File: config.mk
export PLATFORM = sky130hd
export DESIGN_NAME = hex_stream_loader
export DESIGN_NICKNAME = d
export VERILOG_FILES = /design/src/rtl/hexld_pkg.sv /design/src/rtl/hexld_char_class.sv /design/src/rtl/hexld_word_pack.sv /design/src/rtl/hex_stream_loader.sv
export SDC_FILE = /design/constraint.sdc
export NUM_CORES = 1
export LEC_CHECK = 0
export BUFFER_PORTS_ARGS = -buffer_cell sky130_fd_sc_hd__buf_2
export CAP_MARGIN = 10
export CORE_MARGIN = 4
export CORE_UTILIZATION = 50
export DETAILED_ROUTE_END_ITERATION = 12
export HOLD_SLACK_MARGIN = 0.1
export PLACE_DENSITY = 0.69
export SKIP_LAST_GASP = 1
export SLEW_MARGIN = 20
export SYNTH_ARGS = -nofsm -noshare
export SYNTH_HDL_FRONTEND = slang
export SYNTH_HIERARCHICAL = 1
export SYNTH_SLANG_ARGS = --single-unit
File: constraint.sdc
create_clock -name clk -period 12.1 [get_ports clk]
set_input_delay 1.815 -clock clk [delete_from_list [all_inputs] [get_ports clk]]
set_output_delay 1.815 -clock clk [all_outputs]
set_load 0.03 [all_outputs]
File: src/rtl/hexld_pkg.sv
`timescale 1ns/1ps
// Package: shared state encoding and constants for the HEX stream loader.
// Assumes 8-bit ASCII input and 32-bit memory words.
package hexld_pkg;

    localparam int WORD_BYTES = 4;
    localparam int LANE_W     = $clog2(WORD_BYTES);
    localparam int WORD_W     = 8 * WORD_BYTES;

    localparam logic [7:0] REC_DATA  = 8'h00;
    localparam logic [7:0] REC_EOF   = 8'h01;
    localparam logic [7:0] REC_SEG   = 8'h02;
    localparam logic [7:0] REC_START = 8'h03;

    localparam logic [7:0] CH_MARK = 8'h3A;
    localparam logic [7:0] CH_CR   = 8'h0D;
    localparam logic [7:0] CH_LF   = 8'h0A;

    typedef enum logic [1:0] {
        LD_LINE = 2'd0,   // waiting for the first character of a line
        LD_REC  = 2'd1,   // inside a record, collecting hex digits
        LD_SKIP = 2'd2,   // discarding characters up to end of line
        LD_DONE = 2'd3    // end-of-file seen, all input ignored
    } ld_state_e;

endpackage

File: src/rtl/hexld_char_class.sv
`timescale 1ns/1ps
// Module: combinational classifier for one ASCII character.
// Reports whether the character is a hex digit and its value, a line
// terminator or the record mark. Assumes plain 8-bit ASCII.
module hexld_char_class
    import hexld_pkg::*;
(
    input  logic [7:0] ch,
    output logic       is_hex,
    output logic [3:0] nib,
    output logic       is_eol,
    output logic       is_mark
);

    // Decode the digit ranges into a nibble value.
    always_comb begin
        is_hex = 1'b1;
        nib    = 4'h0;
        if (ch >= 8'h30 && ch <= 8'h39) begin
            nib = 4'(ch - 8'h30);
        end else if (ch >= 8'h41 && ch <= 8'h46) begin
            nib = 4'(ch - 8'h37);
        end else if (ch >= 8'h61 && ch <= 8'h66) begin
            nib = 4'(ch - 8'h57);
        end else begin
            is_hex = 1'b0;
        end
    end

    assign is_eol  = (ch == CH_CR) || (ch == CH_LF);
    assign is_mark = (ch == CH_MARK);

endmodule

File: src/rtl/hexld_word_pack.sv
`timescale 1ns/1ps
// Module: little-endian byte-lane packer.
// Stores each loaded byte in its lane. word_next shows the stored lanes
// with the byte being loaded this cycle already merged in, so the word is
// complete in the cycle its last lane arrives. Assumes that lanes of one
// word are loaded in ascending order before that word is used.
module hexld_word_pack
    import hexld_pkg::*;
(
    input  logic              clk,
    input  logic              rst_n,
    input  logic              load,
    input  logic [LANE_W-1:0] lane,
    input  logic [7:0]        byte_in,
    output logic [WORD_W-1:0] word_next
);

    for (genvar g = 0; g < WORD_BYTES; g++) begin : g_lane
        logic [7:0] lane_q;
        logic       hit;

        assign hit = load && (lane == LANE_W'(g));

        // Hold the most recent byte for this lane.
        always_ff @(posedge clk) begin
            if (!rst_n) begin
                lane_q <= 8'h00;
            end else if (hit) begin
                lane_q <= byte_in;
            end
        end

        assign word_next[8*g +: 8] = hit ? byte_in : lane_q;
    end

endmodule

File: src/rtl/hex_stream_loader.sv
`timescale 1ns/1ps
// Module: Intel HEX stream loader (top).
// Accepts one ASCII character per handshake and parses records of types
// 00 (data), 01 (end of file), 02 (segment base) and 03 (start address).
// Data words are written as soon as their fourth byte completes. The
// checksum only raises the error flag and never holds back a write. Lines
// that do not start with ':' are skipped. Assumes ASCII input; in_ready
// stays high and characters after end-of-file are dropped.
module hex_stream_loader
    import hexld_pkg::*;
#(
    parameter int          ADDR_W     = 20,
    parameter logic [31:0] DEFAULT_PC = 32'h0001_0000
) (
    input  logic              clk,
    input  logic              rst_n,
    input  logic              in_valid,
    input  logic [7:0]        in_char,
    output logic              in_ready,
    output logic              mem_we,
    output logic [ADDR_W-1:0] mem_addr,
    output logic [31:0]       mem_wdata,
    output logic [31:0]       start_pc,
    output logic              start_pc_valid,
    output logic              load_done,
    output logic              load_error
);

    localparam int POS_W = 10;          // hex digits after ':' (max 520)
    localparam int IDX_W = POS_W - 1;   // byte index within the record

    ld_state_e         state;
    logic [POS_W-1:0]  pos;
    logic [3:0]        hi_nib;
    logic [7:0]        rec_count;
    logic [15:0]       rec_off;
    logic [7:0]        rec_type;
    logic [7:0]        sum;
    logic [31:0]       field;
    logic [ADDR_W-1:0] seg_base;

    logic              is_hex, is_eol, is_mark;
    logic [3:0]        nib;
    logic [7:0]        cur_byte, sum_next;
    logic [IDX_W-1:0]  bi, k, csum_idx;
    logic              in_rec, byte_stb, in_data, in_csum;
    logic              pack_load;
    logic [WORD_W-1:0] word_next;
    logic [15:0]       f_seg, f_off;

    hexld_char_class u_class (
        .ch      (in_char),
        .is_hex  (is_hex),
        .nib     (nib),
        .is_eol  (is_eol),
        .is_mark (is_mark)
    );

    // Byte assembly and record-position decode.
    always_comb begin
        in_rec   = in_valid && (state == LD_REC);
        byte_stb = in_rec && is_hex && pos[0];
        cur_byte = {hi_nib, nib};
        sum_next = sum + cur_byte;
        bi       = pos[POS_W-1:1];
        k        = bi - IDX_W'(4);
        csum_idx = IDX_W'(4) + IDX_W'(rec_count);
        in_data  = (bi >= IDX_W'(4)) && (bi < csum_idx);
        in_csum  = (bi == csum_idx);
        f_seg    = {field[7:0], field[15:8]};
        f_off    = {field[23:16], field[31:24]};
    end

    assign pack_load = byte_stb && in_data;

    hexld_word_pack u_pack (
        .clk       (clk),
        .rst_n     (rst_n),
        .load      (pack_load),
        .lane      (k[LANE_W-1:0]),
        .byte_in   (cur_byte),
        .word_next (word_next)
    );

    // Line state machine: record mark, skip-to-EOL and end-of-file.
    always_ff @(posedge clk) begin
        if (!rst_n) begin
            state <= LD_LINE;
        end else if (in_valid) begin
            case (state)
                LD_LINE: begin
                    if (is_mark) begin
                        state <= LD_REC;
                    end else if (!is_eol) begin
                        state <= LD_SKIP;
                    end
                end
                LD_SKIP: begin
                    if (is_eol) begin
                        state <= LD_LINE;
                    end
                end
                LD_REC: begin
                    if (!is_hex) begin
                        state <= is_eol ? LD_LINE : LD_SKIP;
                    end else if (byte_stb && in_csum) begin
                        state <= (rec_type == REC_EOF) ? LD_DONE : LD_SKIP;
                    end
                end
                default: state <= LD_DONE;
            endcase
        end
    end

    // Digit position, high nibble and running checksum of the record.
    always_ff @(posedge clk) begin
        if (!rst_n) begin
            pos    <= '0;
            hi_nib <= 4'h0;
            sum    <= 8'h00;
        end else if (in_valid && state == LD_LINE && is_mark) begin
            pos <= '0;
            sum <= 8'h00;
        end else if (in_rec && is_hex) begin
            pos <= pos + POS_W'(1);
            if (!pos[0]) begin
                hi_nib <= nib;
            end else begin
                sum <= sum_next;
            end
        end
    end

    // Header fields and the first data bytes used by address records.
    always_ff @(posedge clk) begin
        if (!rst_n) begin
            rec_count <= 8'h00;
            rec_off   <= 16'h0000;
            rec_type  <= 8'h00;
            field     <= 32'h0;
        end else if (in_valid && state == LD_LINE && is_mark) begin
            field <= 32'h0;
        end else if (byte_stb) begin
            if (bi == IDX_W'(0)) rec_count     <= cur_byte;
            if (bi == IDX_W'(1)) rec_off[15:8] <= cur_byte;
            if (bi == IDX_W'(2)) rec_off[7:0]  <= cur_byte;
            if (bi == IDX_W'(3)) rec_type      <= cur_byte;
            if (in_data && k < IDX_W'(4)) begin
                field[{k[1:0], 3'b000} +: 8] <= cur_byte;
            end
        end
    end

    // Memory write port: one word per completed group of four data bytes.
    always_ff @(posedge clk) begin
        if (!rst_n) begin
            mem_we    <= 1'b0;
            mem_addr  <= '0;
            mem_wdata <= 32'h0;
        end else begin
            mem_we <= 1'b0;
            if (pack_load && rec_type == REC_DATA && (&k[LANE_W-1:0])) begin
                mem_we    <= 1'b1;
                mem_addr  <= seg_base + ADDR_W'(rec_off[15:LANE_W])
                           + ADDR_W'(k[IDX_W-1:LANE_W]);
                mem_wdata <= word_next;
            end
        end
    end

    // Segment base, start PC and the sticky error flag.
    always_ff @(posedge clk) begin
        if (!rst_n) begin
            seg_base   <= '0;
            start_pc   <= DEFAULT_PC;
            load_error <= 1'b0;
        end else if (in_rec) begin
            if (!is_hex) begin
                load_error <= 1'b1;
            end else if (byte_stb && in_csum) begin
                if (sum_next != 8'h00) begin
                    load_error <= 1'b1;
                end
                if (rec_type == REC_SEG) begin
                    seg_base <= ADDR_W'({f_seg, 2'b00});
                end
                if (rec_type == REC_START) begin
                    start_pc <= {12'h000, f_seg, 4'h0} + {16'h0000, f_off};
                end
            end
        end
    end

    assign load_done      = (state == LD_DONE);
    assign start_pc_valid = load_done;
    assign in_ready       = 1'b1;

endmodule

==> flow_summary_export.csv <==
group,metric,value,unit
synth,syn_inst,1233,
timing,hold_viol,0,
clock_network,clock_sinks,208,
die,die_h,154.5,µm
global_routing,grt_max_degree,87,
die,start_util,50.91,%
routing,drtIter0Drc,476,
power_and_ir_drop,power_density,118.3,nW/µm²
timing,rsz0062_at_grt,"false",
routing,routed-via-count,8614,
setup_path,critPathArrivalTime,5.95,ns
clock_network,cts.hold.buffers_added,0,
synth,async_flop_share,0,%
die,die-area,23880,µm²
layout,drive_above_1_share,14.25,%
timing,hold_ws,0.4481,ns
synth,ys_types,71,
place,port_buffers,86,
synth,synth_adder_area_share,9.184,%
routing,route.detailed.drc,0,
hold_path,min_path_type,"register to register",
synth,synth-simple-area-share,19.02,%
timing,worst_clock_skew,0.01675,ns
layout,n_antenna_cell,0,
clock_network,cts_buffers,23,
setup_path,path_max_fanout,16,
synth,muxShareOfSynthArea,12.98,%
timing,relSlewSlack,31.20,%
routing,vias_per_cell,5.452,
place,gp_congestion,0.8352,
die,std_cell_rows,53,
clock_network,cts_tree,"built",
global_routing,grt_usage,20.56,%
synth,netlist_area,10740,µm²
synth,synth_xor_area_share,3.753,%
timing,finalCritPeriodShare,46.41,%
layout,final_util,57.14,%
place,hpwl,16730,µm
global_routing,overflow,0,
layout,fillers,1955,
clock_network,cts_resized,0,
synth,avgSynthCellArea,8.707,µm²
layout,nNetsFinal,1375,
timing,fin_tns_setup,0,ns
global_routing,grt_pass1_wl,41460,µm
routing,wirelength,24970,µm
layout,syn_to_final_growth,12.25,%
layout,final_common_cell,"nand2_1",
run,maxCapViolations,0,
setup_path,crit_path_start_kind,"primary input",
synth,seq_area_frac_synth,38.79,%
synth,synth_seq_cells,208,
timing,period_needed,5.615,ns
routing,first_pass_iters,5,
die,coreArea,21090,µm²
setup_path,worst_setup_path_end_kind,"register",
synth,synth_compound_area_share,11.84,%
power_and_ir_drop,total_power,1.425,mW
routing,wl_per_cell,15.80,µm
clock_network,post_cts_buffers,0,
clock_network,cts.clk_slew.worst_paths,0.06,ns
global_routing,grt_pass1_vias,8120,
global_routing,antenna_found_initial,0,
clock_network,clk-insertion-delay-late,0.50,ns
synth,ys_warn_count,6,
routing,ant_nets,0,
clock_network,clockRootBuffer,"clkbuf_16",
die,num_io_pins,100,
timing,worstMarginPinSlew,1.031,ns
layout,layout_common_cells,"257 x nand2_1, 208 x dfxtp_1, 106 x a21oi_1",
power_and_ir_drop,leakage,5.236,nW
setup_path,cp.required,12.44,ns
clock_network,clockBufferDepth,3,
run_status,status,"complete, no violations",
setup_path,criticalPathCategory,"primary input to register",
clock_network,cts_max_level,1,
timing,clock.fmax,178.1,MHz
synth,synth_top_family_by_area,"simple AND/OR/NAND/NOR gates",
synth,synth-edff-count,0,
timing,drv_slew,0,
power_and_ir_drop,ir_worst_vdd,0.00008408,V
synth,synth_flop_cell,"dfxtp_1",
die,dieWidth,154.5,µm
timing,setup_viol,0,
## worst paths after layout
check | start | to | slack, ns | depth (start not counted)
min reg2reg | mem_addr[10]$_SDFFE_PN0P_ | mem_addr[10]$_SDFFE_PN0P_ | 0.45 | 2
max | in_char[4] | mem_wdata[3]$_SDFFE_PN0P_ | 6.48 | 12
max reg2reg | rec_count[2]$_SDFFE_PN0P_ | mem_wdata[3]$_SDFFE_PN0P_ | 8.25 | 12
min | mem_addr[10]$_SDFFE_PN0P_ | mem_addr[10]$_SDFFE_PN0P_ | 0.45 | 2
## Yosys cell counts (6+ instances only)
library cell / number / area [µm²]
nor2_1: 88 / 330.3
a21oi_1: 106 / 530.5
or3_1: 9 / 56.30
inv_1: 24 / 90.09
ha_1: 66 / 825.8
mux2_2: 26 / 292.8
a211oi_1: 16 / 120.1
xnor2_1: 30 / 262.8
a21o_1: 9 / 67.56
nor2b_1: 6 / 37.54
dfxtp_1: 208 / 4164
mux2i_1: 101 / 1011
nand2_1: 257 / 964.7
nand4_1: 6 / 37.54
fa_1: 8 / 160.2
xor2_1: 16 / 140.1
o21ai_0: 34 / 170.2
nor3_1: 10 / 50.05
o211ai_1: 7 / 52.55
o21bai_1: 7 / 52.55
nand3_1: 39 / 195.2
buf_4: 14 / 105.1
mux2_4: 6 / 90.09
clkbuf_1: 54 / 202.7
## where the power goes
group | switching, mW | leakage (nW) | internal, mW
Combinational | 0.0262 | 3.18 | 0.00605
Clock | 0.275 | 0.381 | 0.433
Sequential | 0.000316 | 1.67 | 0.685
## stage by stage
step | instances | worst slack [ns] | area, µm²
detailed placement | 1540 | 6.015 | 11270
CTS | 1580 | 6.529 | 12040
global route | 1580 | 6.171 | 12050
finish | 1580 | 6.485 | 12050
global placement | 1540 | 6.174 | 11270
floorplan | 1244 | 6.842 | 10780
## cell type report
cell class	instances	area, µm²	area share, %
clock inverters	7	87.58	0.7268
flip-flops and latches	208	4164	34.56
clock buffers	33	683.2	5.669
well taps	275	344.1	2.855
repair buffers	97	513.0	4.257
inverters	24	91.34	0.7580
multi-input cells	936	6167	51.18
## registers in the layout, indices dropped and copies added (netlist names), 4 cells and up
signal	cells
field	32
mem_wdata	32
u_pack/g_lane.lane_q	32
start_pc	21
mem_addr	19
seg_base	16
rec_off	14
pos	10
rec_count	8
rec_type	8
sum	8
hi_nib	4
## layer usage
layer  vias up  wire (µm)  global-route usage, %
met1      4015      12170                  28.98
li1       4353          -                      -
met4         0        564                  5.761
met3        43       1241                  2.826
met2       203      10990                  33.15
met5         -          0                      0
## worst max-delay path, cell delays in order
cell and delay (ns):
buf_2 0.11, or4b_4 0.56, a311oi_2 0.33, or2_2 0.21, and4b_1 0.34, nand2_1 0.28
a2111o_1 0.56, nor2_1 0.32, nor3b_4 0.86, mux2_2 0.42, nand2_1 0.06, a21oi_1 0.06
## cells by family (layout without fill, tap and decap cells)
family,count (synthesis),count (layout)
compound gates,212,212
buf+inv,100,161
flops,208,208
fa+ha+maj,74,74
simple gates,458,458
mux,133,133
xor+xnor,46,46
other cells,2,13
Note: power is estimated with default switching activity, not from simulation.
